**src/rtl/sgdma_pkg.sv**
```systemverilog
package sgdma_pkg;

    localparam int ADDR_W       = 32;
    localparam int DESC_W       = 64;
    localparam int DESC_BYTES   = 8;
    localparam int SECTOR_SHIFT = 9;
    localparam int CNT_W        = 16;
    localparam int REM_W        = CNT_W + 1;
    localparam int CMD_W        = 8 + 1 + SECTOR_SHIFT;

    typedef enum logic [2:0] {
        S_IDLE,
        S_ARMED,
        S_FETCH,
        S_FWAIT,
        S_DELAY,
        S_BURST,
        S_BACKOFF
    } eng_st_e;

    typedef enum logic [1:0] {
        PH_IDLE  = 2'd0,
        PH_ARMED = 2'd1,
        PH_RUN   = 2'd2
    } phase_e;

    typedef struct packed {
        logic              last;
        logic [14:0]       unused;
        logic [CNT_W-1:0]  count;
        logic [ADDR_W-1:0] base;
    } desc_t;

    function automatic phase_e phase_of(eng_st_e s);
        case (s)
            S_IDLE:  return PH_IDLE;
            S_ARMED: return PH_ARMED;
            default: return PH_RUN;
        endcase
    endfunction

    function automatic logic [REM_W-1:0] desc_bytes(logic [CNT_W-1:0] c);
        return (c == '0) ? REM_W'(1 << CNT_W) : {1'b0, c};
    endfunction

    function automatic logic [CMD_W-1:0] cmd_budget(logic [7:0] secs);
        logic [8:0] n;
        n = (secs == 8'd0) ? 9'd256 : {1'b0, secs};
        return {n, {SECTOR_SHIFT{1'b0}}};
    endfunction

endpackage

```
**src/rtl/sgdma_countdown.sv**
```systemverilog
module sgdma_countdown #(
    parameter int W = 8
) (
    input  logic         clk,
    input  logic         rst,
    input  logic         load,
    input  logic [W-1:0] load_val,
    output logic         zero
);
    logic [W-1:0] cnt;

    always_ff @(posedge clk) begin
        if (rst)
            cnt <= '0;
        else if (load)
            cnt <= load_val;
        else if (cnt != '0)
            cnt <= cnt - 1'b1;
    end

    assign zero = (cnt == '0);
endmodule

```
**src/rtl/sgdma_burst_split.sv**
```systemverilog
module sgdma_burst_split
    import sgdma_pkg::*;
#(
    parameter int PAGE_BYTES = 8192,
    localparam int PS        = $clog2(PAGE_BYTES),
    localparam int LEN_W     = PS + 1
) (
    input  logic [ADDR_W-1:0] addr,
    input  logic [REM_W-1:0]  left,
    output logic [LEN_W-1:0]  len
);
    logic [REM_W-1:0] room;
    logic [REM_W-1:0] cap;
    logic [REM_W-1:0] pick;

    always_comb begin
        room = REM_W'(PAGE_BYTES) - REM_W'(addr[PS-1:0]);
        cap  = (left > REM_W'(PAGE_BYTES)) ? REM_W'(PAGE_BYTES) : left;
        pick = (cap > room) ? room : cap;
        len  = LEN_W'(pick);
    end
endmodule

```
**src/rtl/sgdma_engine.sv**
```systemverilog
module sgdma_engine
    import sgdma_pkg::*;
#(
    parameter int PAGE_BYTES  = 8192,
    parameter int BACKOFF_CYC = 4,
    parameter int DISK_LAT    = 6,
    parameter int LBA_W       = 28,
    localparam int PS         = $clog2(PAGE_BYTES),
    localparam int LEN_W      = PS + 1,
    localparam int BO_W       = $clog2(BACKOFF_CYC + 1) + 1,
    localparam int DLY_W      = $clog2(DISK_LAT + 130) + 1
) (
    input  logic               clk,
    input  logic               rst,
    input  logic               arm,
    input  logic               arm_to_mem,
    input  logic [7:0]         arm_sectors,
    input  logic [LBA_W-1:0]   arm_lba,
    input  logic               go,
    input  logic [ADDR_W-1:0]  go_table,
    input  logic               abort,
    output logic               mem_req,
    output logic               mem_wr,
    output logic [ADDR_W-1:0]  mem_addr,
    output logic [LEN_W-1:0]   mem_len,
    input  logic               mem_busy,
    input  logic               mem_rvalid,
    input  logic [DESC_W-1:0]  mem_rdata,
    output logic [1:0]         phase,
    output logic [LBA_W-1:0]   sector,
    output logic               done,
    output logic               err
);
    eng_st_e           state;
    logic              back_to_fetch;
    logic              to_mem;
    logic              last_desc;
    logic [ADDR_W-1:0] ptr;
    logic [ADDR_W-1:0] cur_addr;
    logic [REM_W-1:0]  left;
    logic [CMD_W-1:0]  budget;
    logic [LEN_W-1:0]  blen;

    desc_t             dsc;
    logic [REM_W-1:0]  dsc_bytes;
    logic [8:0]        dsc_secs;

    logic              bo_load, bo_zero;
    logic              dly_load, dly_zero;
    logic [DLY_W-1:0]  dly_val;

    always_comb begin
        dsc       = desc_t'(mem_rdata);
        dsc_bytes = desc_bytes(dsc.count);
        dsc_secs  = 9'(dsc_bytes >> SECTOR_SHIFT);
        dly_val   = DLY_W'(DISK_LAT - 1) + DLY_W'(dsc_secs);
    end

    sgdma_burst_split #(.PAGE_BYTES(PAGE_BYTES)) u_split (
        .addr (cur_addr),
        .left (left),
        .len  (blen)
    );

    assign bo_load  = mem_req && mem_busy;
    assign dly_load = (state == S_FWAIT) && mem_rvalid;

    sgdma_countdown #(.W(BO_W)) u_backoff (
        .clk      (clk),
        .rst      (rst),
        .load     (bo_load),
        .load_val (BO_W'(BACKOFF_CYC - 1)),
        .zero     (bo_zero)
    );

    sgdma_countdown #(.W(DLY_W)) u_delay (
        .clk      (clk),
        .rst      (rst),
        .load     (dly_load),
        .load_val (dly_val),
        .zero     (dly_zero)
    );

    always_comb begin
        mem_req  = (state == S_FETCH) || (state == S_BURST);
        mem_wr   = (state == S_BURST) && to_mem;
        mem_addr = (state == S_FETCH) ? ptr : cur_addr;
        mem_len  = (state == S_FETCH) ? LEN_W'(DESC_BYTES) : blen;
        phase    = phase_of(state);
    end

    always_ff @(posedge clk) begin
        if (rst) begin
            state         <= S_IDLE;
            back_to_fetch <= 1'b0;
            to_mem        <= 1'b0;
            last_desc     <= 1'b0;
            ptr           <= '0;
            cur_addr      <= '0;
            left          <= '0;
            budget        <= '0;
            sector        <= '0;
            done          <= 1'b0;
            err           <= 1'b0;
        end else begin
            done <= 1'b0;
            err  <= 1'b0;
            if (abort && state != S_IDLE) begin
                state <= S_IDLE;
                done  <= 1'b1;
                err   <= 1'b1;
            end else begin
                unique case (state)
                    S_IDLE: if (arm) begin
                        state  <= S_ARMED;
                        to_mem <= arm_to_mem;
                        budget <= cmd_budget(arm_sectors);
                        sector <= arm_lba;
                    end
                    S_ARMED: if (go) begin
                        ptr   <= {go_table[ADDR_W-1:3], 3'b000};
                        state <= S_FETCH;
                    end
                    S_FETCH: begin
                        if (mem_busy) begin
                            state         <= S_BACKOFF;
                            back_to_fetch <= 1'b1;
                        end else begin
                            state <= S_FWAIT;
                        end
                    end
                    S_FWAIT: if (mem_rvalid) begin
                        ptr <= ptr + ADDR_W'(DESC_BYTES);
                        if (CMD_W'(dsc_bytes) > budget) begin
                            state <= S_IDLE;
                            done  <= 1'b1;
                            err   <= 1'b1;
                        end else begin
                            budget    <= budget - CMD_W'(dsc_bytes);
                            sector    <= sector + LBA_W'(dsc_secs);
                            cur_addr  <= {dsc.base[ADDR_W-1:1], 1'b0};
                            left      <= dsc_bytes;
                            last_desc <= dsc.last;
                            state     <= S_DELAY;
                        end
                    end
                    S_DELAY: if (dly_zero) state <= S_BURST;
                    S_BURST: begin
                        if (mem_busy) begin
                            state         <= S_BACKOFF;
                            back_to_fetch <= 1'b0;
                        end else begin
                            cur_addr <= cur_addr + ADDR_W'(blen);
                            left     <= left - REM_W'(blen);
                            if (left == REM_W'(blen)) begin
                                if (last_desc) begin
                                    state <= S_IDLE;
                                    done  <= 1'b1;
                                    err   <= (budget != '0);
                                end else begin
                                    state <= S_FETCH;
                                end
                            end
                        end
                    end
                    S_BACKOFF: if (bo_zero)
                        state <= back_to_fetch ? S_FETCH : S_BURST;
                    default: state <= S_IDLE;
                endcase
            end
        end
    end

    // a data burst never reaches past the end of its page and is never empty
    assert_page_bound_R4: assert property (@(posedge clk) disable iff (rst)
        (state == S_BURST) |->
            ((LEN_W'(mem_addr[PS-1:0]) + mem_len) <= LEN_W'(PAGE_BYTES)) && (mem_len != '0));

    // a request refused by a busy port is withdrawn in the next cycle
    assert_busy_withdraw_R5: assert property (@(posedge clk) disable iff (rst)
        (mem_req && mem_busy) |=> !mem_req);

    // abort in a non-idle phase finishes with an error one cycle later
    assert_abort_err_R11: assert property (@(posedge clk) disable iff (rst)
        (abort && phase != PH_IDLE) |=> (done && err && phase == PH_IDLE));

    // done lasts one cycle
    assert_done_pulse_R12: assert property (@(posedge clk) disable iff (rst)
        done |=> !done);

    // the engine is idle whenever done is shown
    assert_done_idle_R12: assert property (@(posedge clk) disable iff (rst)
        done |-> (phase == PH_IDLE && !mem_req));

    // an over-budget descriptor never reaches the burst stage
    assert_overrun_stop_R9: assert property (@(posedge clk) disable iff (rst)
        (state == S_FWAIT && mem_rvalid && CMD_W'(dsc_bytes) > budget && !abort)
            |=> (done && err));
endmodule

```
**config.mk**
```make
export PLATFORM = sky130hd
export DESIGN_NAME = sgdma_engine
export DESIGN_NICKNAME = d
export VERILOG_FILES = /design/src/rtl/sgdma_pkg.sv /design/src/rtl/sgdma_countdown.sv /design/src/rtl/sgdma_burst_split.sv /design/src/rtl/sgdma_engine.sv
export SDC_FILE = /design/constraint.sdc
export NUM_CORES = 1
export LEC_CHECK = 0
export ABC_AREA = 1
export ABC_CLOCK_PERIOD_IN_PS = 4000
export BUFFER_PORTS_ARGS = -buffer_cell sky130_fd_sc_hd__buf_4
export CAP_MARGIN = 20
export CORE_MARGIN = 10
export CORE_UTILIZATION = 54
export CTS_CLUSTER_SIZE = 20
export DETAILED_ROUTE_END_ITERATION = 10
export PLACE_DENSITY = 0.9
export SYNTH_ARGS = -nofsm -noshare
export SYNTH_HDL_FRONTEND = slang
export SYNTH_HIERARCHICAL = 1
export SYNTH_SLANG_ARGS = --single-unit
```
**constraint.sdc**
```tcl
create_clock -name clk -period 4 [get_ports clk]
set_clock_uncertainty 0.15 [all_clocks]
set_input_delay 0.8 -clock clk [delete_from_list [all_inputs] [get_ports clk]]
set_output_delay 0.8 -clock clk [all_outputs]
set_load 0.005 [all_outputs]
```
# [Word level (Yosys, flattened, before mapping)]
# Cells that the tools add are included.
[totals] ff_bits=148 in_bits=140 output_inout_bits=80 wordCells=131
[classes] n_addsub=9 order_cmp=3 eq_ne=17 muxes=57 n_bitwise=2 reduce_logical=29
[ops] op="$mux 32" count=6
[ops] op="$pmux 32 s2" count=2
[ops] op="$mux 17" count=5
[ops] op="$mux 28" count=3
[ops] op="$pmux 28 s2" count=1
[ops] op="$mux 18" count=3
[ops] op="$pmux 18 s2" count=1
[ops] op="$pmux 17 s2" count=1
[ops] op="$add 32x14->32" count=1
[ops] op="$add 32x4->32 const B" count=1
[ops] op="$mux 3" count=10
[ops] op="$add 28x8->28" count=1
[ops] op="$mux 14" count=2
[ops] op="$mux 9" count=3
[ops] op="$pmux 3 s7" count=1
[ops] op="$gt 17x18->1" count=1
[ops] op="$ne 2x2->1 const B" count=9
[ops] op="$reduce_bool 18->1" count=1
[ops] op="$sub 18x17->18" count=1
[ops] op="$eq 17x14->1" count=1
[ops] op="$gt 17x14->1 const B" count=1
[ops] op="$gt 17x17->1" count=1
[ops] op="$sub 17x14->17" count=1
[ops] op="$logic_not 16->1" count=1
[ops] op="other kinds (28)" count=59

# [Longest topological paths before layout]
# Gate-level depths: netlist of the first run.
[logic_depth] depth_word=9 depth_mapped=35 depth_no_buf=35

# [By module]
# Netlist of the first run, hierarchy kept.
[by_module_without_submodules] module="sgdma_engine" instances=1 cells_per_inst=2304 area_per_inst_um2=12499.5 seq_area_each_um2=2642.5
[by_module_without_submodules] module="sgdma_burst_split" instances=1 cells_per_inst=202 area_per_inst_um2=1154.9 seq_area_each_um2=0.0
[by_module_without_submodules] module="sgdma_countdown (u_delay)" instances=1 cells_per_inst=87 area_per_inst_um2=576.8 seq_area_each_um2=180.2
[by_module_without_submodules] module="sgdma_countdown (u_backoff)" instances=1 cells_per_inst=40 area_per_inst_um2=247.7 seq_area_each_um2=80.1

# [Worst setup path before layout of the first run]
# OpenSTA, ideal clock, no wires.
[synth_path] path_kind="reg2reg" from="register cur_addr[0]" to="register cur_addr[24]" setup_ns=0.112 arrival_ns=3.692 required_ns=3.738 setup_slack_ns=0.047 path_stages_with_launch=35 path_buffers=0 synth_period_minus_slack_ns=3.953 cell_sequence="dfxtp_1 > inv_1 > ha_1 > nand2_1 > inv_1 > nand3_1 > nor2_1 > nand2_1 > nand2_1 > inv_1 > ha_1 > nand2_1 > nand2_1 > nand2_1 > nand2_1 > a21oi_2 > nand3_4 > nand2_4 > nand2_1 > nand2_1 > ha_1 > inv_1 > fa_1 > inv_1 > nand3_1 > nand3_1 > nand2_1 > nand2_1 > nand2_1 > nand2_1 > nand3_1 > nand3_1 > nand2_1 > nor2_1 > nor2_1"
[synth_between] elab_chain_len=6
[synth_rtl] item="start, declared" line_no="sgdma_engine.sv:39" source="logic [ADDR_W-1:0] cur_addr;"
[synth_rtl] item="start signal, assigned" line_no="sgdma_engine.sv:141" source="cur_addr <= {dsc.base[ADDR_W-1:1], 1'b0};"
[synth_rtl] item="start signal, assigned" line_no="sgdma_engine.sv:153" source="cur_addr <= cur_addr + ADDR_W'(blen);"
[synth_rtl] item="$sub 14x13->15 (*)" line_no="sgdma_burst_split.sv:17" source="room = REM_W'(PAGE_BYTES) - REM_W'(addr[PS-1:0]);"
[synth_rtl] item="$gt 17x17->1" line_no="sgdma_burst_split.sv:19" source="pick = (cap > room) ? room : cap;"
[synth_rtl] item="$mux 14 (*)" line_no="sgdma_burst_split.sv:19"
[synth_rtl] item="via blen[0]" line_no="sgdma_engine.sv:42" source="logic [LEN_W-1:0] blen;"
[synth_rtl] item="$add 32x14->32 (*)" line_no="sgdma_engine.sv:153"
[synth_rtl] item="$mux 32 (*)" line_no="sgdma_engine.sv:149" source="if (mem_busy) begin"
[synth_rtl] item="$pmux 32 s2 (*)" line_no="sgdma_engine.sv:113" source="unique case (state)"
# The timed path passes the listed nets; every way through them passes the cells marked *. The select of a mux whose other input is x is not followed.
# A chain may end at the register's enable or synchronous reset.

# [Worst setup path in the final report of the first run]
[layout_path] from="register left[10]" to="output port mem_len[3]"
[layout_between] elab_chain_len=5
[layout_rtl] item="start, declared" line_no="sgdma_engine.sv:40" source="logic [REM_W-1:0] left;"
[layout_rtl] item="start signal, assigned" line_no="sgdma_engine.sv:142" source="left <= dsc_bytes;"
[layout_rtl] item="start signal, assigned" line_no="sgdma_engine.sv:154" source="left <= left - REM_W'(blen);"
[layout_rtl] item="$gt 17x14->1" line_no="sgdma_burst_split.sv:18" source="cap = (left > REM_W'(PAGE_BYTES)) ? REM_W'(PAGE_BYTES) : left;"
[layout_rtl] item="$mux 17 (*)" line_no="sgdma_burst_split.sv:18"
[layout_rtl] item="$gt 17x17->1" line_no="sgdma_burst_split.sv:19"
[layout_rtl] item="$mux 14 (*)" line_no="sgdma_burst_split.sv:19"
[layout_rtl] item="via blen[3]" line_no="sgdma_engine.sv:42"
[layout_rtl] item="$mux 14 (*)" line_no="sgdma_engine.sv:88" source="mem_len = (state == S_FETCH) ? LEN_W'(DESC_BYTES) : blen;"
[layout_rtl] item="end, declared" line_no="sgdma_engine.sv:25" source="output logic [LEN_W-1:0] mem_len,"
# The timed path passes the listed nets; every way through them passes the cells marked *.

==> impl_metrics.py, run 1 <==
metrics = {
    "clock_tree": {
        "cts.sinks": 145,
        "cts_buffers": 17,
        "cts-htree-levels": 4,
        "ctsRootBufferMaster": "clkbuf_16",
        "cts_hold_buf": 0,
        "clk_pin_slew_ns": 0.07,
        "cts_tree": "yes",
        "cts_buffer_depth": 2,
        "insertion_delay_ns": 0.44,
    },
    "sta": {
        "holdWs_ns": 0.334,
        "fin_crit_ns": 4.56,
        "tightest_slew_ns": 1.05,
        "fmax_mhz": 219,
        "setup_ws_ns": -0.559,
        "slew_headroom_pct": 30.1,
        "setup_viol": 64,
        "post-route-period-util_pct": 114,
        "rsz0062_at_grt": "true",
        "finalHoldViolations": 0,
        "slew_viol_final": 0,
    },
    "route": {
        "drtAntennaViolNets": 0,
        "avgRoutedWirePerCell_um": 17.4,
        "firstDrtPassIters": 9,
        "vias": 19000,
        "wl_um": 57600,
        "drtIter0Drc": 2650,
        "routed_via_density": 5.75,
        "drc": 0,
    },
    "logic_synthesis": {
        "synth_ff_type": "dfxtp_1",
        "ys_ff_latch": 145,
        "syn_avg_cell_area_um2": 5.50,
        "synth-seq-area-share_pct": 20.0,
        "synthCells": 2633,
        "synth_edf_count": 0,
        "synth_area_um2": 14500,
        "async_flop_share_pct": 0,
        "synth_cell_types": 53,
        "yosysWarnings": 6,
    },
    "setup_path": {
        "cp_num_cells": 20,
        "path_max_fanout": 6,
        "cpPeakStageDelay_ns": 0.32,
        "crit_buf_inv": 6,
        "reg2reg_from": "left[10]$_SDFFE_PP0P_",
        "critical_path.cell_chain": "nor2_1 -> nand2_1 -> nor2_2 -> nand3_4 -> buf_8 -> buf_4 -> a21oi_4 -> ha_1 -> nand3_4 -> nor2_4 -> nand3b_1 -> nand3_4 -> nand2_4 -> clkbuf_16 -> nand2_2 -> nand2_2 -> inv_2 -> buf_4 -> nand2_1 -> buf_4",
        "cp-startpoint": "left[10]$_SDFFE_PP0P_",
        "slowest_stage": "dfxtp_1",
        "worst-r2r-cell-count": 28,
        "r2r_slack_ns": -0.53,
        "crit_type": "register to primary output",
        "crit_path_end": "mem_len[3]",
        "startpoint_type": "register",
        "timing.rr.end": "left[6]$_SDFFE_PP0P_",
        "critPathRequiredTime_ns": 3.05,
        "end_kind": "primary output",
        "crit_family": "simple AND/OR/NAND/NOR gates",
        "critPathArrivalTime_ns": 3.61,
    },
    "final_layout": {
        "multi_input_area_um2": 10800,
        "num-fill-cells": 2015,
        "mostFrequentLayoutCell": "nand2_1",
        "syn_to_final_growth_pct": 32.9,
        "regArea_um2": 2910,
        "diodes": 0,
        "final_area_um2": 19200,
        "fin_nets": 3176,
        "final_cell_mix": "nand2_1 (856), buf_4 (377), nor2_1 (332)",
        "drive_above_1_share_pct": 23.6,
        "fin_util_pct": 73.4,
    },
    "placed_design": {
        "place_congestion": 1.06,
        "port_buffers": 200,
        "placed_area_um2": 17300,
        "hpwl_um": 39700,
    },
    "pwr": {
        "ir_drop_mv": 0.529,
        "switching_power_uw": 8020,
        "combinationalPowerShare_pct": 74.5,
        "pwr-share-seq_pct": 14.8,
        "sw_frac_of_total_pct": 51.1,
        "p_leak_uw": 0.00995,
        "p_clk_share_pct": 10.8,
        "p_per_area_nw_per_um2": 816,
        "intPower_uw": 7670,
    },
    "global_route": {
        "grt_pass1_wl_um": 84800,
        "grt_usage_pct": 30.3,
        "grt_pass1_vias": 17200,
        "grt_max_degree": 86,
        "antenna_found_initial": 1,
        "grt_overflow": 0,
    },
    "run_status": {
        "violations": "setup timing",
        "status": "finished, violations left",
    },
    "floorplanning": {
        "core_area_um2": 26200,
        "io-pin-count": 220,
        "dieArea_um2": 33800,
        "fp-row-count": 59,
        "die_y_um": 184,
        "initial_core_util_pct": 55.2,
        "die_w_um": 184,
    },
    "hold_path": {
        "hold_path_class": "register to register",
        "hold_path_depth": 2,
    },
    "run": {
        "maxCapViolCount": 0,
    },
}
[power groups by stage]
stage	Sequential [uW]	Combinational (uW)	Clock (uW)
floorplan	2170	5760	0
global placement	2290	8670	0
detailed placement	2300	8970	0
CTS	2280	10100	1670
global route	2360	12500	1730
finish	2320	11700	1690
[layer usage]
| layer | share of wire (%) | vias to the layer above | global-route usage, % |
|---|---|---|---|
| met5 | 0.030 | - | 0 |
| met4 | 4.7 | 2 | 12.4 |
| met3 | 12 | 275 | 6.40 |
| met2 | 45 | 1342 | 49.3 |
| met1 | 39 | 8450 | 38.3 |
| li1 | - | 8929 | - |
[worst min path at each step]
stage,slack [ns],from,end
global route,0.36,to_mem$_SDFFE_PP0P_,to_mem$_SDFFE_PP0P_
detailed placement,0.33,to_mem$_SDFFE_PP0P_,to_mem$_SDFFE_PP0P_
finish,0.33,to_mem$_SDFFE_PP0P_,to_mem$_SDFFE_PP0P_
global placement,0.29,to_mem$_SDFFE_PP0P_,to_mem$_SDFFE_PP0P_
CTS,0.34,to_mem$_SDFFE_PP0P_,to_mem$_SDFFE_PP0P_
floorplan,0.28,to_mem$_SDFFE_PP0P_,to_mem$_SDFFE_PP0P_
[synthesized netlist by cell type, types with 16 or more instances]
| master | number | area share, % |
|---|---|---|
| nand2_1 | 932 | 24 |
| nor2_1 | 359 | 9.3 |
| inv_1 | 348 | 9.0 |
| nand3_1 | 195 | 6.7 |
| dfxtp_1 | 145 | 20 |
| a21oi_1 | 108 | 3.7 |
| o21ai_0 | 104 | 3.6 |
| ha_1 | 73 | 6.3 |
| nand4_1 | 53 | 2.3 |
| clkbuf_1 | 48 | 1.2 |
| nor3_1 | 37 | 1.3 |
| buf_2 | 29 | 1.0 |
| xor2_1 | 22 | 1.3 |
| nand3b_1 | 19 | 0.99 |
| or2_2 | 16 | 0.69 |
[through the flow]
step	setup slack, ns	power (uW)	setup TNS, ns	instances
after floorplan	0.0468	7930	0	2636
after global placement	-0.277	11000	-8.70	3252
after detailed placement	-0.424	11300	-14.77	3252
after CTS	-0.298	14000	-9.81	3294
after global routing	-0.662	16600	-31.83	3306
final	-0.559	15700	-23.92	3306
[final cells by class]
type                            instances  share of cell area, %
Multi-Input combinational cell       2037                   56.3
Timing Repair Buffer                  398                   16.3
Sequential cell                       145                   15.1
Inverter                              360                   7.03
Clock buffer                           19                   2.30
Tap cell                              335                   2.18
Clock inverter                         12                  0.774
[state kept, by name, summed over array words and instances, names as in the netlist, 3 cells and up]
register	count
left	17
cur_addr	32
u_delay/cnt	9
ptr	29
u_backoff/cnt	4
sector	28
budget	18
state	3
[tightest hold or removal path: cells and delay by family, from the launching register on]
kind                   cells  cell delay, ns
flip-flops                 1            0.31
buffers and inverters      1            0.06
AO/OA/AOI/OAI              1            0.06
[repair_timing]
item                       4_1_cts  5_1_grt
setup buffers                   11       11
setup endpoints to repair       64       65
pin swaps                       29       58
gates resized for setup        146      137
cloned                           0        1
[cell families (layout without fill, tap and decap cells)]
| logic type | count (synthesis) | after routing | synth area share [%] |
|---|---|---|---|
| AND/OR/NAND/NOR | 1662 | 1662 | 48.6 |
| buffers and inverters | 454 | 789 | 12.7 |
| AO/OA/AOI/OAI | 258 | 258 | 9.64 |
| flip-flops | 145 | 145 | 20.0 |
| adder cells (fa/ha/maj) | 77 | 77 | 6.86 |
| XOR/XNOR | 35 | 35 | 2.12 |
| other | 2 | 5 | 0.0519 |
Power figures use the tool's default switching activity.
==> run 2, diff against run 1 <==
--- a/config.mk
+++ b/config.mk
@@ -6,14 +6,14 @@
 export NUM_CORES = 1
 export LEC_CHECK = 0
 export ABC_AREA = 1
-export ABC_CLOCK_PERIOD_IN_PS = 4000
+export ABC_CLOCK_PERIOD_IN_PS = 5200
 export BUFFER_PORTS_ARGS = -buffer_cell sky130_fd_sc_hd__buf_4
 export CAP_MARGIN = 20
 export CORE_MARGIN = 10
-export CORE_UTILIZATION = 54
+export CORE_UTILIZATION = 59
 export CTS_CLUSTER_SIZE = 20
 export DETAILED_ROUTE_END_ITERATION = 10
-export PLACE_DENSITY = 0.9
+export PLACE_DENSITY = 0.93
 export SYNTH_ARGS = -nofsm -noshare
 export SYNTH_HDL_FRONTEND = slang
 export SYNTH_HIERARCHICAL = 1
==> constraint.sdc (replaced) <==
create_clock -name clk -period 5.2 [get_ports clk]
set_clock_uncertainty 0.15 [all_clocks]
set_input_delay 1.04 -clock clk [delete_from_list [all_inputs] [get_ports clk]]
set_output_delay 1.04 -clock clk [all_outputs]
set_load 0.005 [all_outputs]
==> run 2 against run 1 <==
  * The flow now finishes without violations
  * Cell count is 5.7% lower
  * Critical path depth is 13 higher
  * Sequential power down 23%
  * Count of clock-buffer cells in the layout decreased by 1
  * Largest cell class unchanged
==> impl_metrics.py, run 2 (synthesis results as in run 1) <==
metrics = {
    "hold_path": {
        "min_from": "to_mem$_SDFFE_PP0P_",
        "hold_path_depth": 2,
        "min_to": "to_mem$_SDFFE_PP0P_",
        "hold_path_class": "register to register",
    },
    "route": {
        "wl_um": 49000,
        "drtIter0Drc": 1887,
        "drc": 0,
        "routed_via_density": 5.55,
        "firstDrtPassIters": 6,
        "drtAntennaViolNets": 0,
        "avgRoutedWirePerCell_um": 15.7,
        "vias": 17300,
    },
    "clock_tree": {
        "cts_hold_buf": 0,
        "cts_tree": "yes",
        "ctsRootBufferMaster": "clkbuf_16",
        "cts-htree-levels": 4,
        "insertion_delay_ns": 0.45,
        "cts.sinks": 145,
        "clk_pin_slew_ns": 0.07,
        "cts_buffer_depth": 2,
        "cts_buffers": 17,
    },
    "placed_design": {
        "port_buffers": 200,
        "hpwl_um": 37400,
        "placed_area_um2": 16100,
        "pre_cts_ws_ns": 0.183,
        "place_congestion": 1.02,
    },
    "sta": {
        "slew_headroom_pct": 46.3,
        "post-route-period-util_pct": 93.4,
        "tightest_slew_ns": 0.804,
        "fmax_mhz": 206,
        "slew_viol_final": 0,
        "tns_ns": 0,
        "fin_crit_ns": 4.86,
        "setup_ws_ns": 0.342,
        "finalHoldViolations": 0,
        "holdWs_ns": 0.330,
        "setup_viol": 0,
    },
    "final_layout": {
        "drive_above_1_share_pct": 11.6,
        "top_register": "cur_addr",
        "syn_to_final_growth_pct": 15.4,
        "mostFrequentLayoutCell": "nand2_1",
        "fin_nets": 2996,
        "final_area_um2": 16700,
        "reg_top3": "cur_addr x32, ptr x29, sector x28",
        "largest_register_ffs": 32,
        "final_cell_mix": "nand2_1 (931), nor2_1 (358), inv_1 (346)",
    },
    "pwr": {
        "ir_drop_mv": 0.416,
        "p_leak_uw": 0.00886,
        "finalPower_uw": 9160,
        "p_per_area_nw_per_um2": 548,
    },
    "setup_path": {
        "timing.rr.end": "cur_addr[24]$_SDFFE_PP0P_",
        "crit_type": "register to register",
        "slowest_stage": "a21boi_0",
        "critPathRequiredTime_ns": 5.42,
        "end_kind": "register",
        "cpPeakStageDelay_ns": 0.40,
        "worst-r2r-cell-count": 33,
        "startpoint_type": "register",
        "critPathArrivalTime_ns": 5.08,
        "reg2reg_from": "left[5]$_SDFFE_PP0P_",
        "r2r_slack_ns": 0.34,
        "path_max_fanout": 14,
        "cpMostUsedCell": "nand2_1",
    },
    "floorplanning": {
        "core_area_um2": 24200,
        "dieArea_um2": 31200,
        "io-pin-count": 220,
        "fp-row-count": 57,
        "die_w_um": 177,
        "die_y_um": 177,
        "initial_core_util_pct": 59.7,
    },
    "run_status": {
        "status": "finished, final reports clean",
    },
    "run": {
        "maxCapViolCount": 0,
    },
    "global_route": {
        "antenna_found_initial": 2,
        "grt_usage_pct": 30.1,
        "grt_overflow": 0,
        "grt_max_degree": 75,
        "grt_pass1_wl_um": 78000,
        "grt_pass1_vias": 15900,
    },
}
-- run 2: area by class of cell --
type,instances,area [um2]
multi-input cells,2037,9780
fillers,2225,7540
flip-flops and latches,145,2900
repair buffers,218,1660
inverters,360,1350
clock buffers,18,429
well taps,324,405
clock inverters,14,171
diodes,1,2.50
-- run 2: how the worst max path moves through the flow --
stage                              from                   endpoint  slack (ns)
6_report           left[5]$_SDFFE_PP0P_  cur_addr[24]$_SDFFE_PP0P_        0.34
3_5_place_dp   cur_addr[0]$_SDFFE_PP0P_  cur_addr[22]$_SDFFE_PP0P_        0.18
2_1_floorplan  cur_addr[0]$_SDFFE_PP0P_  cur_addr[24]$_SDFFE_PP0P_        1.25
5_1_grt        cur_addr[0]$_SDFFE_PP0P_  cur_addr[24]$_SDFFE_PP0P_      -0.007
3_3_place_gp   cur_addr[0]$_SDFFE_PP0P_  cur_addr[30]$_SDFFE_PP0P_        0.36
4_1_cts        cur_addr[0]$_SDFFE_PP0P_  cur_addr[22]$_SDFFE_PP0P_        0.16
-- run 2: per-stage QoR --
| stage | std cells | utilization [%] |
|---|---|---|
| 6_report | 3117 | 68.9 |
| 5_1_grt | 3117 | 68.9 |
| 4_1_cts | 3113 | 68.7 |
| 3_5_place_dp | 3081 | 66.2 |
| 3_3_place_gp | 3081 | 66.2 |
| 2_1_floorplan | 2636 | - |
-- run 2: timing repair --
item	CTS	global route
endpoints found under the setup margin	0	34
buffers inserted	0	3
gates resized for setup	0	5
-- run 2: worst max-delay path: cells and delay by family, from the launching register on --
family / cells / cell delay [ns]
AOI/OAI and AO/OA: 1 / 0.40
adders and majority gates: 3 / 0.99
buffers and inverters: 2 / 0.18
and+or+nand+nor: 27 / 2.73
DFF: 1 / 0.34
-- run 2: metal layers --
metal  track usage (%)  vias up  routed length (um)
met4              11.2        0                1520
li1                  -     8551                   -
met5                 0        -                   0
met3              5.57      128                4990
met2              48.8      913               22100
met1              39.1     7722               20400
-- run 2: power by group --
group | internal, uW | switching, uW | total, uW | leakage (uW)
sequential | 1420 | 366 | 1790 | 0.00119
combinational | 2140 | 3920 | 6060 | 0.00738
clock | 726 | 593 | 1320 | 0.000289
